<file path="src/rtl/acc_cpu_pkg.sv">
package acc_cpu_pkg;
    localparam int WORD_W = 16;
    localparam int OPC_W  = 4;
    localparam int ADDR_W = WORD_W - OPC_W;
    localparam int PAD_W  = WORD_W - ADDR_W;

    localparam logic [OPC_W-1:0] OPC_LOAD  = 4'h0;
    localparam logic [OPC_W-1:0] OPC_STORE = 4'h1;
    localparam logic [OPC_W-1:0] OPC_ADD   = 4'h2;
    localparam logic [OPC_W-1:0] OPC_ADDI  = 4'h3;

    typedef struct packed {
        logic [OPC_W-1:0]  opc;
        logic [ADDR_W-1:0] arg;
    } instr_t;

    typedef enum logic [3:0] {
        ST_F_MAR, ST_F_RD, ST_F_LAT, ST_F_IR, ST_DEC,
        ST_O_RD, ST_O_LAT, ST_EXEC, ST_S_MBR, ST_S_WR
    } state_e;

    typedef enum logic [1:0] {
        ACC_HOLD, ACC_TAKE_MBR, ACC_SUM_MBR, ACC_SUM_IMM
    } acc_op_e;

    typedef struct packed {
        logic    mar_from_pc;
        logic    mar_from_ir;
        logic    mbr_from_mem;
        logic    mbr_from_acc;
        logic    ir_load;
        logic    pc_inc;
        acc_op_e acc_op;
        logic    mem_rd;
        logic    mem_wr;
    } ctl_t;

    function automatic logic [WORD_W-1:0] zext_arg(input logic [ADDR_W-1:0] a);
        return {{PAD_W{1'b0}}, a};
    endfunction
endpackage

</file>
<file path="src/rtl/acc_cpu_ctrl.sv">
module acc_cpu_ctrl
    import acc_cpu_pkg::*;
(
    input  logic             clk,
    input  logic             rst,
    input  logic [OPC_W-1:0] opc,
    output ctl_t             ctl
);
    state_e state_q, state_d;

    always_ff @(posedge clk) begin
        if (rst) state_q <= ST_F_MAR;
        else     state_q <= state_d;
    end

    always_comb begin
        ctl     = '0;
        state_d = state_q;
        unique case (state_q)
            ST_F_MAR: begin ctl.mar_from_pc  = 1'b1; state_d = ST_F_RD;  end
            ST_F_RD:  begin ctl.mem_rd       = 1'b1; state_d = ST_F_LAT; end
            ST_F_LAT: begin ctl.mbr_from_mem = 1'b1; state_d = ST_F_IR;  end
            ST_F_IR: begin
                ctl.ir_load = 1'b1;
                ctl.pc_inc  = 1'b1;
                state_d     = ST_DEC;
            end
            ST_DEC: begin
                ctl.mar_from_ir = 1'b1;
                if (opc == OPC_LOAD || opc == OPC_ADD) begin
                    state_d = ST_O_RD;
                end else if (opc == OPC_STORE) begin
                    state_d = ST_S_MBR;
                end else if (opc == OPC_ADDI) begin
                    ctl.acc_op = ACC_SUM_IMM;
                    state_d    = ST_F_MAR;
                end else begin
                    state_d = ST_F_MAR;
                end
            end
            ST_O_RD:  begin ctl.mem_rd       = 1'b1; state_d = ST_O_LAT; end
            ST_O_LAT: begin ctl.mbr_from_mem = 1'b1; state_d = ST_EXEC;  end
            ST_EXEC: begin
                ctl.acc_op = (opc == OPC_LOAD) ? ACC_TAKE_MBR : ACC_SUM_MBR;
                state_d    = ST_F_MAR;
            end
            ST_S_MBR: begin ctl.mbr_from_acc = 1'b1; state_d = ST_S_WR;  end
            ST_S_WR:  begin ctl.mem_wr       = 1'b1; state_d = ST_F_MAR; end
            default:  state_d = ST_F_MAR;
        endcase
    end

    // an immediate add goes straight back to fetch with no data read
    assert_addi_no_read_R7: assert property (@(posedge clk) disable iff (rst)
        (state_q == ST_DEC && opc == OPC_ADDI) |=> (state_q == ST_F_MAR && !ctl.mem_rd));
    // strobes never overlap
    assert_strobe_excl_R9: assert property (@(posedge clk) disable iff (rst)
        !(ctl.mem_rd && ctl.mem_wr));
endmodule

</file>
<file path="src/rtl/acc_cpu_dpath.sv">
module acc_cpu_dpath
    import acc_cpu_pkg::*;
#(
    parameter logic [ADDR_W-1:0] PC_RESET = '0
) (
    input  logic              clk,
    input  logic              rst,
    input  ctl_t              ctl,
    input  logic [WORD_W-1:0] mem_rdata,
    output logic [ADDR_W-1:0] mar_q,
    output logic [WORD_W-1:0] mbr_q,
    output logic [WORD_W-1:0] acc_q,
    output logic [ADDR_W-1:0] pc_q,
    output instr_t            ir_q
);
    always_ff @(posedge clk) begin
        if (rst) begin
            mar_q <= '0;
            mbr_q <= '0;
            acc_q <= '0;
            ir_q  <= '0;
            pc_q  <= PC_RESET;
        end else begin
            if (ctl.mar_from_pc)      mar_q <= pc_q;
            else if (ctl.mar_from_ir) mar_q <= ir_q.arg;

            if (ctl.mbr_from_mem)      mbr_q <= mem_rdata;
            else if (ctl.mbr_from_acc) mbr_q <= acc_q;

            if (ctl.ir_load) ir_q <= instr_t'(mbr_q);
            if (ctl.pc_inc)  pc_q <= pc_q + ADDR_W'(1);

            unique case (ctl.acc_op)
                ACC_TAKE_MBR: acc_q <= mbr_q;
                ACC_SUM_MBR:  acc_q <= acc_q + mbr_q;
                ACC_SUM_IMM:  acc_q <= acc_q + zext_arg(ir_q.arg);
                default:      acc_q <= acc_q;
            endcase
        end
    end

    // the program counter only ever steps by one
    assert_pc_step_R2: assert property (@(posedge clk) disable iff (rst)
        (pc_q != $past(pc_q)) |-> (pc_q == $past(pc_q) + ADDR_W'(1)));
endmodule

</file>
<file path="src/rtl/acc_cpu.sv">
module acc_cpu
    import acc_cpu_pkg::*;
#(
    parameter logic [ADDR_W-1:0] PC_RESET = '0
) (
    input  logic              clk,
    input  logic              rst,
    output logic [ADDR_W-1:0] mem_addr,
    output logic [WORD_W-1:0] mem_wdata,
    input  logic [WORD_W-1:0] mem_rdata,
    output logic              mem_rd,
    output logic              mem_wr,
    output logic [WORD_W-1:0] acc_q,
    output logic [ADDR_W-1:0] pc_q,
    output logic [WORD_W-1:0] ir_q
);
    ctl_t   ctl;
    instr_t ir_s;

    acc_cpu_ctrl u_ctrl (
        .clk (clk),
        .rst (rst),
        .opc (ir_s.opc),
        .ctl (ctl)
    );

    acc_cpu_dpath #(.PC_RESET(PC_RESET)) u_dpath (
        .clk       (clk),
        .rst       (rst),
        .ctl       (ctl),
        .mem_rdata (mem_rdata),
        .mar_q     (mem_addr),
        .mbr_q     (mem_wdata),
        .acc_q     (acc_q),
        .pc_q      (pc_q),
        .ir_q      (ir_s)
    );

    assign ir_q   = ir_s;
    assign mem_rd = ctl.mem_rd;
    assign mem_wr = ctl.mem_wr;

    // a write pulse lasts one cycle
    assert_wr_single_R5: assert property (@(posedge clk) disable iff (rst)
        mem_wr |=> !mem_wr);
    // store data on the bus equals the accumulator
    assert_wr_data_R5: assert property (@(posedge clk) disable iff (rst)
        mem_wr |-> (mem_wdata == acc_q));
endmodule

</file>
<file path="config.mk">
export PLATFORM = sky130hd
export DESIGN_NAME = acc_cpu
export DESIGN_NICKNAME = d
export VERILOG_FILES = /design/src/rtl/acc_cpu_pkg.sv /design/src/rtl/acc_cpu_ctrl.sv /design/src/rtl/acc_cpu_dpath.sv /design/src/rtl/acc_cpu.sv
export SDC_FILE = /design/constraint.sdc
export NUM_CORES = 1
export LEC_CHECK = 0
export ABC_CLOCK_PERIOD_IN_PS = 3700
export BUFFER_PORTS_ARGS = -buffer_cell sky130_fd_sc_hd__buf_2
export CAP_MARGIN = 25
export CORE_ASPECT_RATIO = 1.75
export CORE_MARGIN = 4
export CORE_UTILIZATION = 25
export CTS_CLUSTER_SIZE = 20
export DETAILED_ROUTE_END_ITERATION = 16
export GPL_TIMING_DRIVEN = 1
export SLEW_MARGIN = 20
export SYNTH_ARGS = -nofsm -noshare
export SYNTH_HDL_FRONTEND = slang
export SYNTH_SLANG_ARGS = --single-unit
export TNS_END_PERCENT = 30
</file>
<file path="constraint.sdc">
create_clock -name clk -period 3.7 [get_ports clk]
set_input_delay 0.185 -clock clk [delete_from_list [all_inputs] [get_ports clk]]
set_output_delay 0.185 -clock clk [all_outputs]
set_load 0.1 [all_outputs]
</file>
Word level (Yosys, flattened, before mapping)
Cells that the tools add are included.
- add/sub/neg operators: 3
- equal/unequal tests: 15
- muxes and demuxes: 20
- reductions and logical operators: 8
- operators with widths (kind ; count):
    16-bit case mux with 3 select lines ; 1
    16-bit 2-to-1 mux ; 2
    4-bit case mux with 8 select lines ; 1
    12-bit 2-to-1 mux ; 2
    16-bit by 12-bit adder with 16-bit output ; 1
    16-bit adder ; 1
    4-bit by 2-bit equality test with 1-bit output (second input constant) ; 4
    4-bit by 3-bit equality test with 1-bit output (second input constant) ; 4
    12-bit by 1-bit adder with 12-bit output (second input constant) ; 1
    2-bit 2-to-1 mux ; 5
    4-bit by 1-bit equality test with 1-bit output (second input constant) ; 2
    4-bit equality test (second input constant) ; 2
    4-bit logical NOT ; 2
    4-bit 2-to-1 mux ; 2
    1-bit 2-to-1 mux ; 6
    2-bit equality test (second input constant) ; 2
    2-bit case mux with 2 select lines ; 1
    2-bit nonzero test ; 2
    2-bit OR reduction ; 2
    3-bit nonzero test ; 1
    2-bit by 1-bit equality test with 1-bit output (second input constant) ; 1
    1-bit logical OR ; 1
- register bits: 76
- input port bits: 18

Depth between registers and ports, before layout
- depth after elaboration: 7
- gate-level depth with buffers: 14

Modules after synthesis
A second synthesis with hierarchy kept.
- cell total of the unflattened synthesis: 496
- area, all modules: 4280.4 sq um
- by module, submodules not included (module ; times used ; cells an instance ; area each (sq um) ; seq. area each (sq um)):
    acc_cpu_dpath ; 1 ; 451 ; 3906.2 ; 1441.4
    acc_cpu_ctrl ; 1 ; 45 ; 374.1 ; 80.1

Least setup slack after synthesis
Ideal clock, no wire load.
- path kind: flip-flop to flip-flop
- start point: reg, netlist name u_dpath.ir_q[12]
- end point: reg u_dpath.acc_q[14]
- arrival time: 3907 ps
- required time: 3582 ps
- slack: -325 ps
- stages on the path, launching flop included: 13
- buffers on the path: 1
- period minus slack after synthesis: 4025 ps
- cells stage by stage: dfxtp_1 nand2_1 nor3_4 buf_2 mux2_2 ha_1 fa_1 a21o_1 nand4_1 a21oi_1 o311ai_0 a2111oi_0 nand2b_1
- longest elaborated chain between the ends: 7
- elaborated cells between the ends (all ways): 15
- those cells by class: eq/ne: 6; mux: 6; reduce/logical: 3
- ends and longest elaborated chain (item ; line ; source):
    4-bit by 2-bit equality test with 1-bit output ; acc_cpu_ctrl.sv:34 ; end else if (opc == OPC_ADDI) begin
    2-bit 2-to-1 mux ; acc_cpu_ctrl.sv:34 ;
    2-bit 2-to-1 mux ; acc_cpu_ctrl.sv:32 ; end else if (opc == OPC_STORE) begin
    2-bit 2-to-1 mux ; acc_cpu_ctrl.sv:30 ; if (opc == OPC_LOAD || opc == OPC_ADD) begin
    2-bit case mux with 2 select lines * ; acc_cpu_ctrl.sv:19 ; unique case (state_q)
    2-bit equality test or 2-bit by 1-bit equality test with 1-bit output (tied branches) ; acc_cpu_dpath.sv:33 ; unique case (ctl.acc_op)
    16-bit case mux with 3 select lines or 3-bit nonzero test (tied branches) ; n/a ;
    end signal: assignment ; acc_cpu_dpath.sv:34 ; ACC_TAKE_MBR: acc_q <= mbr_q;
    end signal: assignment ; acc_cpu_dpath.sv:35 ; ACC_SUM_MBR: acc_q <= acc_q + mbr_q;
    end signal: assignment ; acc_cpu_dpath.sv:36 ; ACC_SUM_IMM: acc_q <= acc_q + zext_arg(ir_q.arg);
    end: declaration ; acc_cpu_dpath.sv:12 ; output logic [WORD_W-1:0] acc_q,
Every way passes the cells marked *; elsewhere a longest branch is shown, timed or not.
A chain may end at the register's enable or synchronous reset.

Final worst setup path
- start point: reg u_ctrl.state_q[1]
- end point: reg u_dpath.acc_q[13]
- longest elaborated chain between the ends: 4
- elaborated cells between the ends (all ways): 8
- those cells by class: eq/ne: 5; mux: 2; reduce/logical: 1
- ends and longest elaborated chain (item ; line ; source):
    start: declaration ; acc_cpu_ctrl.sv:9 ; state_e state_q, state_d;
    start signal: assignment ; acc_cpu_ctrl.sv:13 ; else state_q <= state_d;
    4-bit by 3-bit equality test with 1-bit output ; acc_cpu_ctrl.sv:19 ;
    2-bit case mux with 2 select lines * ; acc_cpu_ctrl.sv:19 ;
    2-bit equality test or 2-bit by 1-bit equality test with 1-bit output (tied branches) ; acc_cpu_dpath.sv:33 ;
    16-bit case mux with 3 select lines or 3-bit nonzero test (tied branches) ; n/a ;
Marked as above.

==> reports/summary.txt <==
CP Data Required Time -> 3.97 ns
MaxCap Viol Count -> 0
Post-Syn Instances -> 493
Syn-to-layout area delta -> 25.15%
Post-Syn Area -> 0.004060 mm²
Slew headroom -> 37.07%
Crit-path slowest cell -> or3_1
Sequential cell area -> 0.001526 mm²
Most frequent cells in the layout -> buf_2, nand2_1, dfxtp_1
Yosys Warn Count -> 0
CP Max Fanout -> 11
Die footprint -> 0.01842 mm²
Multi-input logic area -> 0.002402 mm²
Post-DP HPWL -> 9581 µm
Initial DRC Count -> 176
Mean routed wirelength per cell -> 16.48 µm
Critical path class -> reg -> reg
Met1 WL -> 5054 µm
Number of setup violations in the final report -> 0
Initial core utilization -> 25.45%
Count of pins over their slew limit -> 0
Vias in the first global route -> 3786
CTS clock-pin slew for the worst setup and hold paths -> 0.06 ns
Met2 Wirelength -> 6932 µm
Path category of the worst min-delay check -> in -> reg
# diodes -> 0
P_sw -> 1.602 mW
RSZ-0062 raised after global routing -> false
Status -> finished, final reports clean
Layout fillers -> 1702
Syn nets -> 530
I/O pin total -> 92
Die H -> 176.6 µm
Final hold vios -> 0
Wirelength, routed -> 12740 µm
EDFF count, synth -> 0
CORE AREA -> 0.01595 mm²
Actual slew at the worst max-slew pin -> 0.9405 ns
First-pass GRT wire length -> 20350 µm
Nets -> 616
Post-Layout Inst Area -> 0.005081 mm²
Post-DRT Antenna Nets -> 0
DR DRC count -> 0
Clk Latency, worst-skew pair -> 0.34 ns
Critical-path cell list -> or3_1, nor3_4, buf_4, mux2_2, ha_1, nand2_1, or3_1, a21oi_1, o211ai_1, a211o_1, a21oi_1
Row count -> 61
Clock sinks -> 76
Total track usage -> 13.94%
CTS buffer count -> 9
DR vias -> 3886
Seq pwr share -> 29.6%
Ys async rst share -> 0%
Main synth FF type -> dfxtp_1
Int Pwr -> 1.846 mW
CP endpoint kind -> flip-flop
Placed instance area -> 0.004756 mm²
WP data arrival -> 3.75 ns
Setup Skew -> 0.003959 ns
Largest net degree at the start of global routing -> 79
Period utilisation layout -> 94.12%
Via density -> 5.027
RePlAce Congestion -> 0.8279
Gate power share -> 42.2%
H-tree depth -> 3
Clock share of power -> 28.3%
# port buffers -> 91
Gr ovfl total -> 0
Max Freq -> 287.2 MHz
Setup crit start kind -> flip-flop
Largest delay share family, worst path -> simple AND/OR/NAND/NOR gates
Cts hold-fix bufs -> 0
Post-synthesis cell type count -> 53
Synth Area per Inst -> 8.236 µm²
Commonest non-fill, non-tap cell in the layout -> buf_2
Die W -> 104.3 µm
Root Buffer -> clkbuf_16
Ratio of cells with drive above 1 in the final layout -> 25.17%
Drt pass-1 iters -> 4
Initial antenna violation count -> 0
Bufs and invs on worst path -> 1
WL met3 -> 450 µm
Sequential share of the synthesized area -> 37.47%
Leak -> 2.125 nW
Setup TNS -> 0 ns
Max Root-Sink Buffers -> 2
CTS tree -> built
Max VDD drop -> 265.4 µV
Yosys reg bits -> 76
Peak per-stage delay on the critical path -> 0.48 ns
Fin crit period -> 3.482 ns
Sw frac -> 46.45%
P per Cell Area -> 678.6 mW/mm²
Top sig layer -> met4
## registers in the layout (all words and copies together), names as in the netlist
signal / flops
u_dpath.acc_q: 16
u_dpath.mbr_q: 16
u_dpath.mar_q: 12
u_dpath.ir_q: 16
u_ctrl.state_q: 4
u_dpath.pc_q: 12
## through the flow
stage	power (mW)	setup slack, ns	hold WS, ns	utilization, %	std cells
after CTS	3.486	0.1473	0.1213	31.85	773
after detailed placement	2.506	0.2399	0.4590	29.81	757
after global placement	2.498	0.2972	0.4561	29.81	757
after floorplan	2.215	0.004234	0.3839	-	493
final	3.448	0.2177	0.1367	31.85	773
after global routing	3.602	0.03433	0.1334	31.85	773
## cell usage after synthesis (all sizes together), types with 3 or more instances
cell,count,share of area [%]
a211o,3,0.65
buf,10,1.4
xor2,7,1.5
dfxtp,76,37
mux2i,12,3.0
a211oi,13,2.4
nand4,4,0.62
inv,6,0.55
clkbuf,21,1.9
nand2b,3,0.46
a311oi,7,1.7
mux2,12,3.3
o21ai,13,1.6
nor3,12,1.8
o31ai,3,0.68
a21o,8,1.5
a21oi,61,7.5
o211ai,4,0.74
nor2,36,3.3
and3,4,0.62
nand3,7,0.86
nand2,86,8.0
o21a,4,0.74
xnor2,6,1.3
ha,18,5.5
nor2b,5,0.77
or3,9,1.4
a22oi,19,3.5
## cell type report
| class | count | share of cell area [%] |
|---|---|---|
| Clock buffer | 10 | 4.703 |
| Sequential cell | 76 | 30.04 |
| Tap cell | 189 | 4.654 |
| Clock inverter | 6 | 1.699 |
| Multi-Input combinational cell | 380 | 47.28 |
| Inverter | 6 | 0.4432 |
| Timing Repair Buffer | 106 | 11.18 |
## power by group through the flow
stage	clock network (mW)	registers [mW]	logic, mW
6_report	0.974	1.02	1.45
3_5_place_dp	0	1.04	1.47
4_1_cts	0.998	1.02	1.47
3_3_place_gp	0	1.04	1.46
5_1_grt	1.03	1.04	1.54
2_1_floorplan	0	1.68	0.533
## final timing paths
kind                                 start                             end  slack, ns  cells past startpoint
min reg2reg  u_dpath.ir_q[15]$_SDFFE_PP0N_   u_dpath.ir_q[15]$_SDFFE_PP0N_       0.47                      2
min                           mem_rdata[4]   u_dpath.mbr_q[4]$_SDFFE_PP0P_       0.14                      3
max           u_ctrl.state_q[1]$_SDFF_PP0_  u_dpath.acc_q[13]$_SDFFE_PP0P_       0.22                     11
max reg2reg   u_ctrl.state_q[1]$_SDFF_PP0_  u_dpath.acc_q[13]$_SDFFE_PP0P_       0.22                     11
## cells by family (layout without fill, tap and decap cells)
| group | after synthesis | after routing | synth area share, % |
|---|---|---|---|
| AO/OA/AOI/OAI | 148 | 148 | 23.64 |
| flip-flops | 76 | 76 | 37.47 |
| multiplexers | 24 | 24 | 6.287 |
| AND/OR/NAND/NOR | 175 | 175 | 19.63 |
| buffers and inverters | 37 | 128 | 3.883 |
| adder cells (fa/ha/maj) | 20 | 20 | 6.287 |
| XOR/XNOR | 13 | 13 | 2.804 |
## tightest hold or removal path, stage by stage
cell	delay (ns)
buf_2	0.08
a22oi_1	0.07
a21oi_1	0.11
## timing repair
| item | CTS | global route |
|---|---|---|
| gates resized for setup | 0 | 1 |
| setup endpoints to repair | 0 | 1 |
| buffers inserted | 0 | 0 |
| endpoints found under the hold margin | 0 | 0 |
## routing by layer
metal,vias to the layer above,GRT usage (%)
met1,1816,14.88
met4,0,6.822
met3,18,2.561
met2,82,26.02
li1,1970,-
met5,-,0
No activity file was read; power rests on OpenSTA's default activity.
